`src/rtl/nia_pkg.sv`:
```
`timescale 1ns/1ps
package nia_pkg;
  typedef logic [1:0] lvl_t;

  localparam lvl_t ISP_IDLE = 2'b11;
  localparam lvl_t ISP_L3   = 2'b10;
  localparam lvl_t ISP_L2   = 2'b01;
  localparam lvl_t ISP_L01  = 2'b00;

  typedef struct packed {
    logic ie;
    lvl_t isp;
  } ctx_t;

  // In-service code written when a maskable request of level lvl is taken.
  function automatic lvl_t isp_code(input lvl_t lvl);
    case (lvl)
      2'd3:    return ISP_L3;
      2'd2:    return ISP_L2;
      default: return ISP_L01;
    endcase
  endfunction

  // True when a request of level lvl may nest over in-service code isp.
  function automatic logic lvl_allowed(input lvl_t lvl, input lvl_t isp);
    case (isp)
      ISP_L2:  return (lvl != 2'd3);
      ISP_L01: return (lvl == 2'd0);
      default: return 1'b1;
    endcase
  endfunction
endpackage

```
`src/rtl/nia_select.sv`:
```
`timescale 1ns/1ps
module nia_select
  import nia_pkg::*;
#(
  parameter int N  = 8,
  parameter int IW = 3
) (
  input  logic [N-1:0]   req,
  input  logic [2*N-1:0] prio,
  input  logic           ie,
  input  lvl_t           isp,
  output logic           hit,
  output logic [IW-1:0]  idx,
  output lvl_t           lvl
);
  logic [N-1:0] elig;

  for (genvar g = 0; g < N; g++) begin : g_elig
    assign elig[g] = req[g] & ie & lvl_allowed(prio[2*g +: 2], isp);
  end

  // Strict compare keeps the lowest index on equal levels.
  always_comb begin
    hit = 1'b0;
    idx = '0;
    lvl = 2'd3;
    for (int i = 0; i < N; i++) begin
      if (elig[i] && (!hit || (prio[2*i +: 2] < lvl))) begin
        hit = 1'b1;
        idx = IW'(i);
        lvl = prio[2*i +: 2];
      end
    end
  end
endmodule

```
`src/rtl/nia_stack.sv`:
```
`timescale 1ns/1ps
module nia_stack
  import nia_pkg::*;
#(
  parameter int DEPTH = 5
) (
  input  logic clk,
  input  logic rst_n,
  input  logic push,
  input  logic pop,
  input  ctx_t din,
  output ctx_t dout,
  output logic full,
  output logic empty
);
  localparam int CW = $clog2(DEPTH + 1);
  localparam int AW = (DEPTH > 1) ? $clog2(DEPTH) : 1;

  logic [CW-1:0] cnt;
  ctx_t          mem [DEPTH];

  assign full  = (cnt == CW'(DEPTH));
  assign empty = (cnt == '0);
  assign dout  = empty ? ctx_t'({1'b0, ISP_IDLE}) : mem[AW'(cnt - CW'(1))];

  always_ff @(posedge clk or negedge rst_n) begin
    if (!rst_n)              cnt <= '0;
    else if (push && !full)  cnt <= cnt + CW'(1);
    else if (pop && !empty)  cnt <= cnt - CW'(1);
  end

  always_ff @(posedge clk) begin
    if (push && !full) mem[AW'(cnt)] <= din;
  end
endmodule

```
`src/rtl/nest_irq_arbiter.sv`:
```
`timescale 1ns/1ps
module nest_irq_arbiter
  import nia_pkg::*;
#(
  parameter int N     = 8,
  parameter int DEPTH = 5,
  localparam int IW   = (N > 1) ? $clog2(N) : 1
) (
  input  logic           clk,
  input  logic           rst_n,
  input  logic [N-1:0]   req_i,
  input  logic [2*N-1:0] prio_i,
  input  logic           swi_req_i,
  input  logic           ei_i,
  input  logic           di_i,
  input  logic           boundary_i,
  input  logic           reti_i,
  output logic           ack_o,
  output logic           ack_swi_o,
  output logic [IW-1:0]  ack_idx_o,
  output logic           ie_o,
  output logic [1:0]     isp_o
);
  logic          ie_q, gap_q;
  lvl_t          isp_q;
  logic          sel_hit;
  logic [IW-1:0] sel_idx;
  lvl_t          sel_lvl;
  logic          stk_full, stk_empty, do_pop, take;
  ctx_t          stk_top;

  nia_select #(.N(N), .IW(IW)) u_sel (
    .req (req_i), .prio(prio_i), .ie(ie_q), .isp(isp_q),
    .hit (sel_hit), .idx(sel_idx), .lvl(sel_lvl)
  );

  assign do_pop = reti_i && !stk_empty;
  assign take   = boundary_i && !reti_i && !gap_q && !stk_full
                  && (swi_req_i || sel_hit);

  nia_stack #(.DEPTH(DEPTH)) u_stk (
    .clk  (clk), .rst_n(rst_n),
    .push (take), .pop(do_pop),
    .din  ({ie_q, isp_q}), .dout(stk_top),
    .full (stk_full), .empty(stk_empty)
  );

  always_ff @(posedge clk or negedge rst_n) begin
    if (!rst_n) begin
      ie_q      <= 1'b0;
      isp_q     <= ISP_IDLE;
      gap_q     <= 1'b0;
      ack_o     <= 1'b0;
      ack_swi_o <= 1'b0;
      ack_idx_o <= '0;
    end else begin
      ack_o     <= take;
      ack_swi_o <= take && swi_req_i;
      if (take) ack_idx_o <= swi_req_i ? '0 : sel_idx;

      if (do_pop)          gap_q <= 1'b1;
      else if (boundary_i) gap_q <= 1'b0;

      if (do_pop) begin
        ie_q  <= stk_top.ie;
        isp_q <= stk_top.isp;
      end else if (take) begin
        ie_q  <= 1'b0;
        isp_q <= swi_req_i ? ISP_IDLE : isp_code(sel_lvl);
      end else if (ei_i) begin
        ie_q <= 1'b1;
      end else if (di_i) begin
        ie_q <= 1'b0;
      end
    end
  end

  assign ie_o  = ie_q;
  assign isp_o = isp_q;
endmodule

```
`config.mk`:
```
export PLATFORM = sky130hd
export DESIGN_NAME = nest_irq_arbiter
export DESIGN_NICKNAME = d
export VERILOG_FILES = /design/src/rtl/nia_pkg.sv /design/src/rtl/nia_select.sv /design/src/rtl/nia_stack.sv /design/src/rtl/nest_irq_arbiter.sv
export SDC_FILE = /design/constraint.sdc
export NUM_CORES = 1
export LEC_CHECK = 0
export ABC_AREA = 1
export BUFFER_PORTS_ARGS = -buffer_cell sky130_fd_sc_hd__buf_4
export CORE_AREA = 2 2 67 63
export CTS_CLUSTER_SIZE = 8
export DETAILED_ROUTE_END_ITERATION = 8
export DIE_AREA = 0 0 69 65
export GPL_ROUTABILITY_DRIVEN = 0
export GPL_TIMING_DRIVEN = 1
export PLACE_DENSITY_LB_ADDON = 0.1
export SETUP_SLACK_MARGIN = 0.02
export SLEW_MARGIN = 30
export SYNTH_ARGS = -nofsm -noshare
export SYNTH_HDL_FRONTEND = slang
export SYNTH_SLANG_ARGS = --single-unit
```
`constraint.sdc`:
```
create_clock -name clk -period 12.2 [get_ports clk]
set_clock_uncertainty 0.15 [all_clocks]
set_input_delay 1.22 -clock clk [delete_from_list [all_inputs] [get_ports clk]]
set_output_delay 1.22 -clock clk [all_outputs]
set_load 0.02 [all_outputs]
```
Word-level counts from Yosys, hierarchy flattened --
Memories as Yosys holds them, arrays and structs flattened. Cells that the tools add are included.
Word-level totals: register bits after elaboration 12, bits in writable memories 15, input port bits 31, output and inout port bits 8, logic and storage cells 140, memories kept 1
Memories:
- u_stk.mem | depth 5, width 3, rd ports 1, clocked after Yosys merged registers in 0, write ports 1, line nia_stack.sv:20 | ctx_t mem [DEPTH];
Operators by class: $add $sub $neg 2, order comparisons 7, equal/unequal tests 12, muxes and demuxes 47, bitwise gates (word level) 16, reductions and logical operators 48
Operator list (count):
- 2-to-1 mux 2 bit | 13
- 2-to-1 mux 3 bit | 8
- zero test 2 bit | 9
- 2-to-1 mux 1 bit | 17
- bitwise AND 1 bit | 16
- != test 2 bit, second input constant | 8
- case mux 1 bit (2 select lines) | 8
- logical AND 1 bit | 15
- < comparator 2 bit | 7
- zero test 1 bit | 11
- logical OR 1 bit | 8
- nonzero test 2 bit | 3
- == test 2 bit, second input constant | 2
- case mux 2 bit (2 select lines) | 1
- nonzero test 4 bit | 1
- adder 3 x 1 -> 3 bit, second input constant | 1
- == test 3 bit, second input constant | 1
- zero test 3 bit | 1
- subtractor 3 x 1 -> 3 bit, second input constant | 1
- == test 2 x 1 -> 1 bit, second input constant | 1

Depth between registers and ports, before layout --
Gate-level depths: netlist of the first run.
word-level depth 37, depth in mapped cells 55, depth with buffers taken out 55

Hierarchy --
A second synthesis of the first run with hierarchy kept.
Unflattened totals: cell total of the unflattened synthesis 315, area total of the unflattened synthesis 2182.1 um^2
Modules (own cells, without submodules):
- nia_stack | instances 1, cells each 90, area each 914.6 um^2, sequential area each 525.5 um^2
- nia_select | instances 1, cells each 169, area each 822.0 um^2, sequential area each 0.0 um^2
- nest_irq_arbiter | instances 1, cells each 56, area each 445.4 um^2, sequential area each 227.7 um^2

Worst setup path before layout of the first run --
No wires, ideal clock.
kind input port to flip-flop, from input port prio_i[0], to register isp_q[0], in the netlist isp_o[0], library setup time 0.076 ns, data arrival time 5.382 ns, data required time 11.974 ns, setup slack 6.593 ns, stages 53, path through inv_1 > nand2_1 > nand2_2 > nand3_4 > nor2_1 > nand2_1 > nand2_1 > nand2_1 > nand2_1 > nand2_1 > nand2_2 > nand2_2 > nand2_1 > nand2_1 > nor2_1 > nand2_1 > nand2_2 > nand2_2 > (+17 left out) > nand2_2 > nand2_4 > nand2_1 > o21a_1 > inv_1 > ha_1 > nand2_2 > nand2_2 > nand2_4 > nand2_4 > nand2_2 > nand2_1 > nand2_1 > nand2_1 > nand2_1 > nand2_1 > nand2_1 > nand2_1
On the way: cells in the longest elaborated chain, start to end 37
Ends and longest elaborated chain:
- start: declaration | line nest_irq_arbiter.sv:12 | input logic [2*N-1:0] prio_i,
- != test 2 bit or zero test 2 bit (tied branches) | line nia_pkg.sv:27, nia_pkg.sv:28
- case mux 1 bit (2 select lines) | line nia_pkg.sv:26 | case (isp)
- bitwise AND 1 bit | line nia_select.sv:19 | assign elig[g] = req[g] & ie & lvl_allowed(prio[2*g +: 2], isp);
- 2-to-1 mux 2 bit or 2-to-1 mux 1 bit (tied branches) | line nia_select.sv:28 | if (elig[i] && (!hit || (prio[2*i +: 2] < lvl))) begin
- < comparator 2 bit or zero test 1 bit (tied branches) | line nia_select.sv:28
- logical OR 1 bit | line nia_select.sv:28
- logical AND 1 bit | line nia_select.sv:28
- 2-to-1 mux 2 bit or 2-to-1 mux 1 bit (tied branches) | line nia_select.sv:28
- (+21 left out)
- logical OR 1 bit | line nia_select.sv:28
- logical AND 1 bit | line nia_select.sv:28
- 2-to-1 mux 2 bit | line nia_select.sv:28
- == test 2 bit | line nia_pkg.sv:17 | case (lvl)
- case mux 2 bit (2 select lines) | line nia_pkg.sv:17
- 2-to-1 mux 2 bit | line nest_irq_arbiter.sv:69 | isp_q <= swi_req_i ? ISP_IDLE : isp_code(sel_lvl);
- 2-to-1 mux 2 bit | line nest_irq_arbiter.sv:67 | end else if (take) begin
- 2-to-1 mux 2 bit | line nest_irq_arbiter.sv:64 | if (do_pop) begin
- end signal: assignment | line nest_irq_arbiter.sv:66 | isp_q <= stk_top.isp;
- end signal: assignment | line nest_irq_arbiter.sv:69
- end: declaration | line nest_irq_arbiter.sv:25 | lvl_t isp_q;
Several ways; a longest one is shown, not always the timed one. The select of a mux whose other input is x is not followed. A chain may end at the register's enable or synchronous reset.

Worst setup path after layout of the first run --
from input port prio_i[1], to register isp_q[1], in the netlist isp_o[1]
Same word-level chain as after synthesis.

==> summary.md, run 1 <==
| Metric | Value |
|---|---|
| Status | completed |
| Global-route wire length before repair | ~7000 um |
| Final slew viol count | 0 |
| Final hold violation count | 0 |
| Fillers | around 370 |
| Post-CTS Setup Bufs | 0 |
| RSZ-0062 raised after global routing | no |
| Slew @ Worst Pin | just under 0.8 ns |
| Total track usage | 0.1951 |
| Type of the worst min-delay path | reg2reg |
| Post-cts gate resize count | 0 |
| H-tree Lvls | 1 |
| WP depth | 54 |
| Most frequent cells in the layout | nand2_1 (81), inv_1 (42), buf_4 (38) |
| Hold Path End | ack_idx_o[2] |
| Diodes inserted | 0 |
| Placed instance count | between 300 and 400 |
| R2R Path Start | isp_o[0] |
| Largest stage delay, worst path | 0.29 ns |
| P_leak | ~1.3 nW |
| Clock Path Buffers | 2 |
| Data required time of the worst path | between 10 and 15 ns |
| Vias per inst | slightly above 5 |
| Vias after detailed routing | ~1900 |
| Commonest non-fill, non-tap cell in the layout | nand2_1 |
| Hold Crit Depth | 2 |
| Post-Syn Area per Cell | slightly above 7 um^2 |
| Initial Util | 0.5224 |
| # clock sinks | 27 |
| Cell mode on critical path | nand2_1 |
| Max Cap Violations | 0 |
| Fin crit share | 0.4928 |
| Global route total overflow | 0 |
| Flops & latches, synth | 27 |
| CTS clk-pin slew, worst paths | around 0.09 ns |
| CTS Hold Bufs | 0 |
| Detailed-placement wirelength estimate | around 3500 um |
| Drt total wl | ~4400 um |
| Final TNS setup | 0 ns |
| CTS root buf | clkbuf_8 |
| Syn Nets | around 320 |
| First-pass detailed-route iteration total | 4 |
| CTS tree | done |
| CP arrival | slightly above 6 ns |
| Critical path class | in2reg |
| Row cnt | 22 |
| Top Family by Delay on Critical Path | simple AND/OR/NAND/NOR gates |
| Largest net degree at the start of global routing | 16 |
| FF-to-FF path depth | 52 |
| WP buf/inv | 4 |
| Nets | between 300 and 400 |
| Area occupied by multi-input gates | ~1100 um^2 |
| Cell count after synthesis | approximately 280 |
| Ys Warns | 0 |
| Synth-to-Final Area Change | 18.96% |
| IO Pins | 39 |
| Die height | roughly 65 um |
| Worst hold margin | 0.3623 ns |
| Startpoint types | input port |
| Max Freq | ~170 MHz |
| Worst Min Path Start | ack_idx_o[2] |
| Reg2Reg Capture Point | isp_o[1] |
| Netlist Area Pre-Place | 2013 um^2 |
| Non-Filler Instances | roughly 370 |
| Share of cells above drive strength 1 | 0.2118 |
| Die X | 69 um |
| Vias in the first global route | approximately 1600 |
| Pwr dens | between 200 and 250 nW/um^2 |
| Port bufs | 38 |
| DR iter-0 viols | between 150 and 200 |
| Synth cell types | 29 |
| Residual DRC count | 0 |
| Initial antenna violation count | 0 |
| Avg WL per Cell | ~12 um |
| Relative slew margins | 0.4749 |
| Number of buffers created by CTS | 3 |
| ANT nets after route | 0 |
| CORE AREA | slightly below 4000 um^2 |
| Max IR drop VDD | approximately 84 uV |
| CP max FO | 5 |
| Setup violators final | 0 |
| Storage element area | about 750 um^2 |
| R2r setup slk | ~6.4 ns |
| Sequential area share after synthesis | 0.3741 |
| Die footprint | ~4500 um^2 |
| Crit-path slowest cell | ha_1 |
| Clk Latency, worst-skew pair | 0.27 ns |
| Crit path capture type | register |
| Post-layout min period | 6.013 ns |
where the power goes:
part / internal, mW / switching, mW
combinational: 0.125 / 0.210
sequential: 0.125 / 0.0342
clock: 0.0234 / 0.0264
worst reg2reg max path: cells and delay by family, from the launching register on:
family                   cells  cell delay, ns
flip-flops                   1            0.66
AO/OA/AOI/OAI                3            0.62
buffers and inverters        3            0.23
AND/OR/NAND/NOR             43            3.22
adder cells (fa/ha/maj)      3            0.84
synthesized netlist by cell type, drive strengths merged:
library cell,number,area [um^2]
nor3,3,15.01
o21a,1,7.510
inv,42,157.7
xor2,2,17.52
clkinv,1,3.750
edfxtp,15,450.4
o32ai,1,8.760
buf,1,5.000
o221ai,2,17.52
a22o,1,8.760
a21oi,9,45.04
nor2,35,148.9
nand3,19,112.6
a311oi,5,43.79
dfrtp,10,250.2
o22ai,2,12.51
ha,7,87.58
dfstp,2,52.55
o21ai,19,95.09
clkbuf,1,3.750
nand2,100,442.9
or2,1,6.260
mux2i,2,20.02
final cells by class:
cell class,instances,area share
Inverter,43,0.06740
Sequential cell,27,0.3145
Timing Repair Buffer,38,0.1191
Multi-Input combinational cell,209,0.4551
Clock buffer,4,0.01881
Tap cell,48,0.02508
metal layers:
layer | wire length (um) | part of all wire | vias up | track usage
met5 | 0 | 0 | - | 0
met4 | 33 | 0.0076 | 0 | 0.07353
met3 | 196 | 0.045 | 4 | 0.01555
met2 | 2100 | 0.48 | 44 | 0.3209
met1 | 2031 | 0.47 | 829 | 0.2699
li1 | - | - | 992 | -
cell families (layout without fill, tap and decap cells):
family,Yosys count,in the layout,synth area share
buffers and inverters,45,85,0.08452
AO/OA/AOI/OAI,40,40,0.1187
AND/OR/NAND/NOR,158,158,0.3605
adder cells (fa/ha/maj),7,7,0.04350
XOR/XNOR,2,2,0.008703
flip-flops,27,27,0.3741
multiplexers,2,2,0.009944
through the flow:
step	setup slack, ns	util	total power, mW	cell area, um^2
2_1_floorplan	6.593	-	0.4100	2013
3_3_place_gp	6.007	0.6097	0.4918	2350
3_5_place_dp	5.918	0.6097	0.4967	2350
4_1_cts	6.187	0.6214	0.5476	2395
5_1_grt	5.671	0.6214	0.5979	2395
6_report	6.187	0.6214	0.5442	2395
worst max-delay path by stage:
stage | start | end | slack (ns)
4_1_cts | prio_i[1] | isp_o[0] | 6.19
3_5_place_dp | prio_i[1] | isp_o[0] | 5.92
5_1_grt | prio_i[1] | isp_o[0] | 5.67
3_3_place_gp | prio_i[1] | isp_o[0] | 6.01
2_1_floorplan | prio_i[0] | isp_o[0] | 6.59
6_report | prio_i[1] | isp_o[1] | 6.19
sequential cells by signal, summed over array words and instances, names as in the netlist:
signal	cells
ack_o	1
ie_o	1
u_stk.mem	15
gap_q	1
ack_idx_o	3
ack_swi_o	1
isp_o	2
u_stk.cnt	3
Power figures use the tool's default switching activity.
==> inputs of run 2 (changes only) <==
Clock period 12.2 ns to 6 ns, I/O delays scaled along.
==> run 2 against run 1 <==
- sequential power up 92%
- critical path depth unchanged
- sequential cell count did not move
- core utilization is 5.6 points higher
- largest cell class unchanged
==> summary.md, run 2 (same netlist as run 1, synthesis figures left out) <==
| Metric | Value |
|---|---|
| P_leak | 1.348 nW (+6.5%) |
| Residual DRC count | 0 (unchanged) |
| Initial Util | 0.5224 (unchanged) |
| Hold Path End | ack_idx_o[1] |
| First-pass detailed-route iteration total | 4 (unchanged) |
| Post-layout min period | 5.560 ns |
| Number of buffers created by CTS | 3 (unchanged) |
| Slew @ Worst Pin | 0.8048 ns (+0.02254 ns) |
| Design area | 2609 um^2 (+8.9%) |
| Die footprint | 4485 um^2 (unchanged) |
| CP startpoint | isp_o[1] |
| R2R Path Start | isp_o[1] |
| IO Pins | 39 (unchanged) |
| Max reg flops | 15 (unchanged) |
| DR iter-0 viols | 200 (+17%) |
| Dpl cell area | 2357 um^2 (+0.32%) |
| CP max FO | 7 (+2) |
| Largest regs | u_stk.mem (15), ack_idx_o (3), u_stk.cnt (3) |
| Startpoint types | register |
| R2r setup slk | 0.44 ns (-6.00 ns) |
| Max Cap Violations | 0 (unchanged) |
| Largest net degree at the start of global routing | 15 (-1) |
| Critical path class | reg2reg |
| Initial antenna violation count | 0 (unchanged) |
| Avg WL per Cell | 12.85 um (+8.7%) |
| Relative slew margins | 0.4598 (-0.01513) |
| Vias in the first global route | 1774 (+8.2%) |
| Placed instance count | 366 (+0.27%) |
| CTS tree | done |
| Largest stage delay, worst path | 0.63 ns (+0.34 ns) |
| Global route total overflow | 0 (unchanged) |
| Max Freq | about 180 MHz |
| Type of the worst min-delay path | reg2reg |
| Crit-path slowest cell | dfstp_2 |
| Nets | 373 (+3.6%) |
| CP arrival | 5.62 ns (-0.45 ns) |
| Share of cells above drive strength 1 | 0.3054 (+0.09355) |
| Synth-to-Final Area Change | 29.58% |
| Data required time of the worst path | 6.06 ns (-6.20 ns) |
| # clock sinks | 27 (unchanged) |
| Total power | 1.238 mW (+130%) |
| Vias per inst | 5.196 (+2.6%) |
| Reg2Reg Capture Point | isp_o[1] |
| Final TNS setup | 0 ns (unchanged) |
| Cell mode on critical path | nand2_1 |
| Detailed-placement wirelength estimate | 3729 um (+6.9%) |
| Pwr dens | 474.4 nW/um^2 (+110%) |
| CORE AREA | 3854 um^2 (unchanged) |
| Hold Crit Depth | 2 (unchanged) |
| Row cnt | 22 (unchanged) |
| Fin crit share | 0.9266 |
| CTS root buf | clkbuf_8 |
| FF-to-FF path depth | 54 (+3.8%) |
| Clock Path Buffers | 2 (unchanged) |
| Global-route wire length before repair | 7866 um (+11%) |
| Final slew viol count | 0 (unchanged) |
| Die height | 65 um (unchanged) |
| Non-Filler Instances | 382 (+3.5%) |
| CTS clk-pin slew, worst paths | 0.09 ns (about the same) |
| H-tree Lvls | 1 (unchanged) |
| Diodes inserted | 0 (unchanged) |
| Port bufs | 38 (unchanged) |
| Most flop-heavy register | u_stk.mem |
| Die X | 69 um (unchanged) |
| ANT nets after route | 0 (unchanged) |
| Setup violators final | 0 (unchanged) |
| Clk Latency, worst-skew pair | 0.27 ns (about the same) |
| Commonest non-fill, non-tap cell in the layout | nand2_1 |
| Status | completed |
| Final hold violation count | 0 (unchanged) |
| Vias after detailed routing | 1985 (+6.2%) |
| Max IR drop VDD | 250.4 uV (+200%) |
| Total track usage | 0.2186 (+0.02354) |
| Most frequent cells in the layout | nand2_1 (71), buf_4 (48), inv_1 (40) |
| Drt total wl | 4908 um (+13%) |
| Fillers | 344 (-7.8%) |
| Worst Min Path Start | ack_idx_o[1] |
| Crit path capture type | register |
-- run 2: cell types whose count changed in the layout (fill, tap and decap cells not counted), sizes merged --
cell         change
buf             +12
dlygate4sd3      +1
-- run 2: cell type report --
class                           instances  area [um^2]  area share
Multi-Input combinational cell        209         1187      0.4552
Sequential cell                        27        753.2      0.2887
Timing Repair Buffer                   51        401.6      0.1540
Inverter                               43        161.4     0.06187
Tap cell                               48        60.06     0.02302
Clock buffer                            4        45.04     0.01727
-- run 2: metal layers --
metal | wire, um | share of wire | global-route usage | vias to the layer above
li1 | - | - | - | 1008
met4 | 129 | 0.026 | 0.09314 | 0
met2 | 2344 | 0.48 | 0.3666 | 48
met5 | 0 | 0 | 0 | -
met1 | 2240 | 0.46 | 0.2888 | 916
met3 | 194 | 0.040 | 0.02333 | 13
-- run 2: where the power goes --
group          internal (mW)  switching [mW]
clock                 0.0476          0.0548
sequential             0.254          0.0514
combinational          0.329           0.501
total                  0.631           0.607
-- run 2: timing repair --
action                                  in CTS  in global routing
endpoints found under the setup margin       0                  5
hold buffers                                 0                  1
setup buffers                                0                 11
gates resized for setup                      0                 29
hold endpoints to repair                     0                  4
-- run 2: worst max-delay path by stage --
stage	to	slack, ns	cells past startpoint
after floorplan	isp_o[0]	0.89	52
final	isp_o[1]	0.44	54
after global routing	isp_o[0]	-0.01	54
after CTS	isp_o[1]	0.20	46
after detailed placement	isp_o[1]	0.23	46
after global placement	isp_o[1]	0.39	46
-- run 2: metrics by stage --
step                      setup slack, ns  hold slack, ns    util
after floorplan                    0.8888          0.1544       -
after global placement             0.3857          0.3013  0.6117
after detailed placement           0.2289          0.3069  0.6117
after CTS                          0.1970        0.006525  0.6234
after global routing             -0.01405          0.3776  0.6769
final                              0.4403          0.3591  0.6769
-- run 2: critical path: cells and delay by family, from the launching register on --
kind	cells	cell delay, ns
and+or+nand+nor	45	3.29
adders and majority gates	3	0.72
buffers and inverters	3	0.27
AOI/OAI and AO/OA	3	0.38
DFF	1	0.63
